**src/rtl/ps2h_pkg.sv**
```systemverilog
package ps2h_pkg;
  localparam int IDX_CTRL  = 0;
  localparam int IDX_STAT  = 1;
  localparam int IDX_DATA  = 2;
  localparam int IDX_DIV   = 3;
  localparam int IDX_IIR   = 4;
  localparam int CTRL_RXIE = 4;
  localparam int CTRL_TXIE = 3;
  localparam logic [7:0] STAT_PEND = 8'h10;

  function automatic logic [7:0] id_byte(input logic [2:0] k);
    case (k)
      3'd0: id_byte = 8'h50;
      3'd1: id_byte = 8'h10;
      3'd2: id_byte = 8'h04;
      3'd3: id_byte = 8'h00;
      3'd4: id_byte = 8'h0D;
      3'd5: id_byte = 8'hF0;
      3'd6: id_byte = 8'h05;
      default: id_byte = 8'hB1;
    endcase
  endfunction
endpackage

```
**src/rtl/ps2h_rx_fifo.sv**
```systemverilog
module ps2h_rx_fifo #(
  parameter int BW    = 8,
  parameter int DEPTH = 4
) (
  input  logic          clk,
  input  logic          rst,
  input  logic          push,
  input  logic [BW-1:0] din,
  input  logic          pop,
  output logic [BW-1:0] dout,
  output logic          empty,
  output logic          full
);
  localparam int PW = (DEPTH > 1) ? $clog2(DEPTH) : 1;
  localparam int CW = $clog2(DEPTH + 1);
  localparam logic [PW-1:0] LASTP = PW'(DEPTH - 1);

  logic [BW-1:0] mem [DEPTH];
  logic [PW-1:0] wp, rp;
  logic [CW-1:0] cnt;
  logic          acc, take;

  assign empty = (cnt == '0);
  assign full  = (cnt == CW'(DEPTH));
  assign acc   = push && !full;
  assign take  = pop && !empty;
  assign dout  = mem[rp];

  always_ff @(posedge clk) begin
    if (acc) mem[wp] <= din;
  end

  always_ff @(posedge clk) begin
    if (rst) begin
      wp  <= '0;
      rp  <= '0;
      cnt <= '0;
    end else begin
      if (acc)  wp <= (wp == LASTP) ? '0 : wp + 1'b1;
      if (take) rp <= (rp == LASTP) ? '0 : rp + 1'b1;
      case ({acc, take})
        2'b10:   cnt <= cnt + 1'b1;
        2'b01:   cnt <= cnt - 1'b1;
        default: cnt <= cnt;
      endcase
    end
  end

  a_r7_no_overflow: assert property (@(posedge clk) disable iff (rst)
    cnt <= CW'(DEPTH));
  a_r5_no_pop_empty: assert property (@(posedge clk) disable iff (rst)
    pop |-> !empty);
  a_r7_full_drop: assert property (@(posedge clk) disable iff (rst)
    (full && push && !pop) |=> full);
endmodule

```
**src/rtl/ps2h_irq_gen.sv**
```systemverilog
module ps2h_irq_gen (
  input  logic rx_en,
  input  logic tx_en,
  input  logic pending,
  output logic irq
);
  assign irq = (rx_en && pending) || tx_en;
endmodule

```
**src/rtl/ps2h_port.sv**
```systemverilog
module ps2h_port #(
  parameter int DW         = 32,
  parameter int AW         = 12,
  parameter int FIFO_DEPTH = 4
) (
  input  logic          clk,
  input  logic          rst,
  input  logic          bus_rd,
  input  logic          bus_wr,
  input  logic [AW-1:0] bus_addr,
  input  logic [DW-1:0] bus_wdata,
  output logic [DW-1:0] bus_rdata,
  input  logic          rx_valid,
  input  logic [7:0]    rx_byte,
  output logic          tx_strobe,
  output logic [7:0]    tx_byte,
  output logic          irq
);
  import ps2h_pkg::*;

  localparam int IW = AW - 2;
  localparam logic [AW-1:0] ID_LO = AW'(12'hFE0);
  localparam logic [AW-1:0] ID_HI = AW'(12'hFFF);

  logic [DW-1:0] ctrl_q, div_q, rdata_d;
  logic [7:0]    last_q, fifo_dout;
  logic [IW-1:0] widx;
  logic          in_id, sel_ctrl, sel_stat, sel_data, sel_div, sel_iir;
  logic          empty, full, pending, pop;
  logic [AW-1:0] id_off;

  assign widx     = bus_addr[AW-1:2];
  assign in_id    = (bus_addr >= ID_LO) && (bus_addr <= ID_HI);
  assign id_off   = bus_addr - ID_LO;
  assign sel_ctrl = !in_id && (widx == IW'(IDX_CTRL));
  assign sel_stat = !in_id && (widx == IW'(IDX_STAT));
  assign sel_data = !in_id && (widx == IW'(IDX_DATA));
  assign sel_div  = !in_id && (widx == IW'(IDX_DIV));
  assign sel_iir  = !in_id && (widx == IW'(IDX_IIR));
  assign pending  = !empty;
  assign pop      = bus_rd && sel_data && pending;

  ps2h_rx_fifo #(.BW(8), .DEPTH(FIFO_DEPTH)) u_fifo (
    .clk(clk), .rst(rst),
    .push(rx_valid), .din(rx_byte),
    .pop(pop), .dout(fifo_dout),
    .empty(empty), .full(full)
  );

  ps2h_irq_gen u_irq (
    .rx_en(ctrl_q[CTRL_RXIE]),
    .tx_en(ctrl_q[CTRL_TXIE]),
    .pending(pending),
    .irq(irq)
  );

  always_comb begin
    rdata_d = '0;
    if (in_id)         rdata_d = DW'(id_byte(id_off[4:2]));
    else if (sel_ctrl) rdata_d = ctrl_q;
    else if (sel_stat) rdata_d = pending ? DW'(STAT_PEND) : '0;
    else if (sel_data) rdata_d = pending ? DW'(fifo_dout) : DW'(last_q);
    else if (sel_div)  rdata_d = div_q;
    else if (sel_iir)  rdata_d = DW'({1'b1, pending});
  end

  always_ff @(posedge clk) begin
    if (rst) begin
      ctrl_q    <= '0;
      div_q     <= '0;
      last_q    <= '0;
      bus_rdata <= '0;
      tx_strobe <= 1'b0;
      tx_byte   <= '0;
    end else begin
      tx_strobe <= bus_wr && sel_data;
      if (bus_wr && sel_data) tx_byte <= bus_wdata[7:0];
      if (bus_wr && sel_ctrl) ctrl_q <= bus_wdata;
      if (bus_wr && sel_div)  div_q  <= bus_wdata;
      if (pop)                last_q <= fifo_dout;
      if (bus_rd)             bus_rdata <= rdata_d;
    end
  end

  a_r3_txie_raises: assert property (@(posedge clk) disable iff (rst)
    (bus_wr && sel_ctrl && bus_wdata[CTRL_TXIE]) |=> irq);
  a_r9_tx_one_shot: assert property (@(posedge clk) disable iff (rst)
    (bus_wr && sel_data) |=> (tx_strobe && tx_byte == $past(bus_wdata[7:0])));
  a_r9_no_stray_tx: assert property (@(posedge clk) disable iff (rst)
    !(bus_wr && sel_data) |=> !tx_strobe);
  a_r4_status: assert property (@(posedge clk) disable iff (rst)
    (bus_rd && sel_stat) |=> (bus_rdata == ($past(empty) ? '0 : DW'(STAT_PEND))));
  a_r6_empty_read: assert property (@(posedge clk) disable iff (rst)
    (bus_rd && sel_data && empty) |=> (bus_rdata == DW'($past(last_q)) && $stable(last_q)));
  a_r10_div_hold: assert property (@(posedge clk) disable iff (rst)
    !(bus_wr && sel_div) |=> $stable(div_q));
endmodule

```
**config.mk**
```make
export PLATFORM = sky130hd
export DESIGN_NAME = ps2h_port
export DESIGN_NICKNAME = d
export VERILOG_FILES = /design/src/rtl/ps2h_pkg.sv /design/src/rtl/ps2h_rx_fifo.sv /design/src/rtl/ps2h_irq_gen.sv /design/src/rtl/ps2h_port.sv
export SDC_FILE = /design/constraint.sdc
export NUM_CORES = 1
export LEC_CHECK = 0
export BUFFER_PORTS_ARGS = -buffer_cell sky130_fd_sc_hd__buf_2
export CORE_ASPECT_RATIO = 1.5
export CORE_MARGIN = 5
export CORE_UTILIZATION = 46
export DETAILED_ROUTE_END_ITERATION = 10
export GPL_TIMING_DRIVEN = 0
export MAX_ROUTING_LAYER = met4
export PLACE_DENSITY = 0.66
export REMOVE_ABC_BUFFERS = 1
export SYNTH_ARGS = -nofsm -noshare
export SYNTH_HDL_FRONTEND = slang
export SYNTH_SLANG_ARGS = --single-unit
```
**constraint.sdc**
```tcl
create_clock -name clk -period 2.7 [get_ports clk]
set_input_delay 0.27 -clock clk [delete_from_list [all_inputs] [get_ports clk]]
set_output_delay 0.27 -clock clk [all_outputs]
set_load 0.02 [all_outputs]
```
==> impl_metrics.csv, run 1 <==
group,metric,value,unit
drt,first_pass_iters,5,
clocking,worst_skew_pair.late_latency,0.42,ns
setup_path,endpoint_kind,"register",
floorplan,core,13000,um2
logic_synthesis,synthesis.area,6100,um2
logic_synthesis,postSynthAreaPerCell,9.13,um2
floorplan,ios,99,
logic_synthesis,synth_top_cells_by_count,"sky130_fd_sc_hd__nand2_1 (214), sky130_fd_sc_hd__dfxtp_1 (122), sky130_fd_sc_hd__a21oi_1 (91)",
logic_synthesis,ys_warn_count,0,
setup_path,worstPathRequired,3.04,ns
logic_synthesis,number_of_enable_type_register_cells_in_the_synthesized_netlist,32,
global_route,global_route.overflow_total,0,
clocking,path_clk_slew,0.06,ns
pwr,combinational_group_share_of_total_power,4.5,%
timing,finalWorstPathRequiredPeriod,2.59,ns
setup_path,cp_max_fanout,10,
logic_synthesis,yosys-top-cells-area,"sky130_fd_sc_hd__dfxtp_1 (40%), sky130_fd_sc_hd__edfxtp_1 (16%), sky130_fd_sc_hd__nand2_1 (13%)",
logic_synthesis,post_synth_num_cell_types,45,
timing,min_period_over_period,95.9,%
placement,routability_congestion_estimate_from_global_placement,0.765,
timing,final-max-slew-violation-count,0,
status,status,"finished, final reports clean",
run,max_cap_viols,0,
setup_path,worst_setup_path_start,"bus_addr[8]",
timing,max_slew_margin,29.8,%
setup_path,crit_path_cell_trace,"buf_2 > or4_4 > nor4_4 > and3_4 > ha_1 > inv_1 > fa_1 > xor2_1 > or3_1 > a21oi_1",
setup_path,rr_startpoint,"u_fifo.cnt[2]",
logic_synthesis,synth_top_area_share,40.0,%
timing,timing_worst_slew_pin_value,1.04,ns
floorplan,initial_core_util,46.9,%
clocking,tritoncts,"built",
timing,holdWs,0.0595,ns
logic_synthesis,synth_top_area_cell,"sky130_fd_sc_hd__dfxtp_1",
pwr,pwr-share-seq,48.6,%
pwr,ir_drop_worst_vdd,0.496,mV
floorplan,floorplan.die.width,104,um
logic_synthesis,yosys.cell_count.top_type,"sky130_fd_sc_hd__nand2_1",
global_route,antenna_violations_before_repair,1,
logic_synthesis,synth-main-ff-cell,"sky130_fd_sc_hd__dfxtp_1",
setup_path,buffers_plus_inverters_on_the_worst_setup_path,2,
timing,clock-skew-final,0.00900,ns
finish,fillers,1186,
clocking,clockRootBuffer,"sky130_fd_sc_hd__clkbuf_16",
logic_synthesis,count_of_mapped_cells_out_of_synthesis,668,
min_path,hold_class,"in2reg",
clocking,cts_num_sinks,154,
drt,via_count,5036,
setup_path,crit_path_start_kind,"input pin",
min_path,worstHoldStart,"rx_byte[0]",
finish,post_route_cells_drive_above_1_share,20.6,%
drt,remaining_drc_errors,0,
finish,final_core_utilization,55.6,%
placement,post-dp-hpwl,10000,um
drt,routedWlPerCell,16.6,um
floorplan,floorplan.die_area,15700,um2
setup_path,critPathKind,"in2reg",
drt,dr.first_iter.drc_count,286,
setup_path,critical-path-slowest-cell,"sky130_fd_sc_hd__or4_4",
drt,routed_wire_length,15200,um
finish,layout-area-overhead-vs-synth,18.7,%
timing,max_freq,0.386,GHz
global_route,wire_length_of_the_first_global_routing_pass,24900,um
pwr,total_leakage_power,2.61,nW
global_route,first_global_vias,5070,
pwr,powerDensity,678,nW/um2
clocking,clockBufferDepth,2,
logic_synthesis,synth_seq_area_share,55.8,%
global_route,grt_max_degree,95,
setup_path,worst_ep_arrival_time,2.93,ns
timing,setup_violations,0,
floorplan,std_cell_rows,51,
drt,ant_nets,0,
pwr,share_clk_of_total_power,46.9,%
drt,avgViaCountPerCell,5.49,
placement,io_buffers,96,
pwr,netSwitchingFraction,23.6,%
setup_path,critical-path-top-delay-family,"simple AND/OR/NAND/NOR gates",
global_route,total_routing_usage_reported_by_global_routing,20.3,%
clocking,cts_buffers,17,
finish,finish.net_count,809,
clocking,h-tree-depth,4,
setup_path,cpPeakStageDelay,0.60,ns
pwr,design_power_total,4.91,mW
timing,report.final.hold_viol_count,0,
pwr,internal_power,3.75,mW
pwr,netSwitchingPower,1.16,mW
clocking,cts_hold_buffers,0,
timing,grt_setup_unrepaired,"no",
logic_synthesis,synthArstFlopShare,0,%
floorplan,fp.dieH,151,um
logic_synthesis,synth_seq_cells,154,
## registers in the layout, summed over array words and instances, names as in the netlist, named ones only
signal	flops
bus_rdata	32
ctrl_q	32
div_q	32
u_fifo.mem	32
last_q	8
tx_byte	8
u_fifo.cnt	3
u_fifo.rp	2
u_fifo.wp	2
tx_strobe	1
## power by group through the flow
stage / Combinational, mW / Sequential (mW) / Clock, mW
6_report: 0.221 / 2.39 / 2.30
5_1_grt: 0.248 / 2.39 / 2.45
4_1_cts: 0.222 / 2.39 / 2.33
3_5_place_dp: 0.221 / 2.44 / 0
3_3_place_gp: 0.213 / 2.44 / 0
2_1_floorplan: 0.0932 / 2.44 / 0
## placed cells by master (no fill, tap or decap), drive strengths merged, types with 2 or more instances in the layout
master,count
a21oi,91
a221o,2
a221oi,3
a22oi,26
a31oi,3
and2,6
and3,2
buf,105
clkbuf,20
clkinv,3
clkinvlp,2
dfxtp,122
edfxtp,32
ha,6
inv,17
mux4,8
nand2,214
nand2b,2
nand3,12
nor2,14
nor2b,2
nor3,4
nor4,3
o21ai,31
o31ai,2
or2,2
or3,4
or4,3
xor2,3
## cell families (layout without fill, tap and decap cells)
kind of cell	count (synthesis)	count (layout)	share of synthesized area, %
xor+xnor	4	4	0.574
flops	154	154	55.8
simple gates	271	271	19.0
fa+ha+maj	7	7	1.56
other cells	0	1	0
mux	9	9	3.12
compound gates	166	166	15.6
buf+inv	57	147	4.43
## per-stage QoR
stage,instance area (um2),setup slack [ns],std cells,setup TNS (ns)
4_1_cts,7210,0.0566,914,0
3_5_place_dp,6600,-1.21,880,-64.06
6_report,7240,0.109,918,0
3_3_place_gp,6550,-1.89,876,-139.98
5_1_grt,7240,0.0193,918,0
2_1_floorplan,5870,-0.512,621,-16.89
## layout make-up
cell class	instances	area, um2	share of cell area [%]
Tap cell	159	199	2.75
Multi-Input combinational cell	457	2450	33.9
Clock inverter	12	101	1.40
Clock buffer	20	478	6.60
Inverter	10	37.5	0.518
Antenna cell	1	2.50	0.0346
Timing Repair Buffer	105	566	7.81
Sequential cell	154	3400	47.0
## worst paths after layout
path | slack (ns) | cells past startpoint | end
max | 0.11 | 10 | u_fifo.cnt[2]
min | 0.06 | 1 | u_fifo.mem[3][0]
max reg2reg | 0.23 | 8 | u_fifo.cnt[2]
min reg2reg | 0.45 | 2 | bus_rdata[30]
## timing repair
item | in CTS | in global routing
setup endpoints to repair | 67 | 33
gates cloned | 0 | 0
buffers inserted | 2 | 3
pin swaps | 2 | 1
gates resized for setup | 6 | 2
## routing by layer
metal  vias up  part of all wire [%]  wire length (um)  global-route usage, %
met5         -                     0                 0                      -
li1       2455                     -                 -                      -
met1      2404                    39              5940                   22.1
met4         0                   1.8               272                   6.87
met3        20                   6.5               985                   5.25
met2       157                    53              8020                   36.3
No activity file was read; power rests on OpenSTA's default activity.
==> inputs of run 2 (changes only) <==
Settings changed: PLACE_DENSITY 0.66 to 0.63.
Clock period 2.7 ns to 2.5 ns, I/O delays scaled along.
==> impl_metrics.csv, run 2 (synthesized netlist as in run 1, its figures left out) <==
group,metric,value,unit
status,status,"finished, final reports clean",
drt,via_count,5014,
setup_path,crit_path_cell_trace,"buf_2 > or4_4 > nor4_4 > buf_8 > buf_6 > nand2_2 > nand2_1 > a21oi_1",
finish,most-common-layout-cells,"sky130_fd_sc_hd__nand2_1 (212), sky130_fd_sc_hd__dfxtp_1 (122), sky130_fd_sc_hd__buf_2 (95)",
clocking,cts_hold_buffers,0,
floorplan,ios,99,
clocking,path_clk_slew,0.06,ns
timing,report.final.hold_viol_count,0,
setup_path,crit_path_start_kind,"input pin",
drt,remaining_drc_errors,0,
drt,ant_nets,0,
finish,final_common_cell,"sky130_fd_sc_hd__nand2_1",
global_route,total_routing_usage_reported_by_global_routing,20.3,%
placement,io_buffers,96,
global_route,first_global_vias,5086,
floorplan,std_cell_rows,51,
finish,post_route_cells_drive_above_1_share,20.5,%
drt,dr.first_iter.drc_count,304,
global_route,global_route.overflow_total,0,
drt,first_pass_iters,5,
drt,routed_wire_length,15200,um
timing,max_freq,0.423,GHz
setup_path,endpoint_kind,"register",
placement,post-dp-hpwl,10100,um
floorplan,floorplan.die_area,15700,um2
timing,finalWorstPathRequiredPeriod,2.36,ns
floorplan,fp.dieH,151,um
global_route,antenna_violations_before_repair,0,
setup_path,critPathKind,"in2reg",
timing,timing_worst_slew_pin_value,1.06,ns
drt,routedWlPerCell,16.6,um
timing,final-max-slew-violation-count,0,
clocking,worst_skew_pair.late_latency,0.42,ns
setup_path,worstPathRequired,2.79,ns
timing,min_period_over_period,94.5,%
pwr,design_power_total,5.33,mW
pwr,powerDensity,735,nW/um2
min_path,whs_path_depth,1,
global_route,grt_max_degree,95,
timing,grt_setup_unrepaired,"no",
setup_path,worst-r2r-cell-count,8,
clocking,clockRootBuffer,"sky130_fd_sc_hd__clkbuf_16",
timing,max_slew_margin,28.8,%
floorplan,core,13000,um2
placement,routability_congestion_estimate_from_global_placement,0.797,
pwr,total_leakage_power,2.60,nW
finish,finish.net_count,807,
finish,antenna-diode-count,0,
clocking,cts_buffers,17,
timing,setup_violations,0,
run,max_cap_viols,0,
drt,avgViaCountPerCell,5.48,
clocking,tritoncts,"built",
clocking,cts_num_sinks,154,
setup_path,critical-path-slowest-cell,"sky130_fd_sc_hd__or4_4",
finish,fillers,1182,
setup_path,cp_max_fanout,32,
setup_path,worst_ep_arrival_time,2.65,ns
pwr,ir_drop_worst_vdd,0.478,mV
global_route,wire_length_of_the_first_global_routing_pass,25200,um
floorplan,initial_core_util,46.9,%
timing,holdWs,0.0378,ns
timing,clock-skew-final,0.00550,ns
clocking,h-tree-depth,4,
floorplan,floorplan.die.width,104,um
clocking,clockBufferDepth,2,
setup_path,cpPeakStageDelay,0.60,ns
finish,layout-area-overhead-vs-synth,19.0,%
min_path,hold_class,"in2reg",
[run 2: layout make-up]
class                      instances  area, um2  share of cell area [%]
clock inverter                    13        115                    1.59
sequential                       154       3400                    46.9
timing repair buffer             103        582                    8.01
multi-input combinational        457       2460                    33.9
tap                              159        199                    2.74
inverter                          10       37.5                   0.517
clock buffer                      19        464                    6.39
[run 2: per-layer routing]
metal  global-route usage [%]  vias up  wire, um  part of all wire (%)
met3                     3.88       24       824                   5.4
li1                         -     2440         -                     -
met5                        -        -         0                     0
met4                     7.45        0       272                   1.8
met1                     22.2     2395      6010                    39
met2                     36.8      155      8120                    53
[run 2: power by group]
group / switching, mW / total (mW) / internal [mW]
sequential: 0.0137 / 2.58 / 2.57
combinational: 0.164 / 0.248 / 0.0841
clock: 1.11 / 2.51 / 1.39
[run 2: worst paths after layout]
path	startpoint	end	slack, ns
setup / recovery	bus_addr[8]	ctrl_q[25]	0.14
hold / removal	rx_byte[3]	u_fifo.mem[0][3]	0.04
setup reg to reg	u_fifo.cnt[0]	u_fifo.cnt[2]	0.36
hold reg to reg	bus_rdata[8]	bus_rdata[8]	0.44
[run 2: repair_timing]
item	in CTS	in global routing
setup buffers	1	1
cloned	0	0
endpoints found under the hold margin	0	0
gates resized for setup	8	1
pin swaps	1	1
endpoints found under the setup margin	67	1
[run 2: stage by stage]
step / setup WS, ns / util (%) / instances / setup TNS, ns / area, um2
floorplan: -0.692 / - / 621 / -28.80 / 5870
global placement: -2.15 / 50.3 / 876 / -169.52 / 6550
detailed placement: -1.37 / 51.0 / 881 / -62.65 / 6640
CTS: 0.0402 / 55.7 / 914 / 0 / 7250
global route: 0.0385 / 55.8 / 915 / 0 / 7260
finish: 0.136 / 55.8 / 915 / 0 / 7260
[run 2: critical path, delay by kind of cell]
family,cells,cell delay (ns)
AND/OR/NAND/NOR,4,1.74
buffers and inverters,3,0.54
AO/OA/AOI/OAI,1,0.09
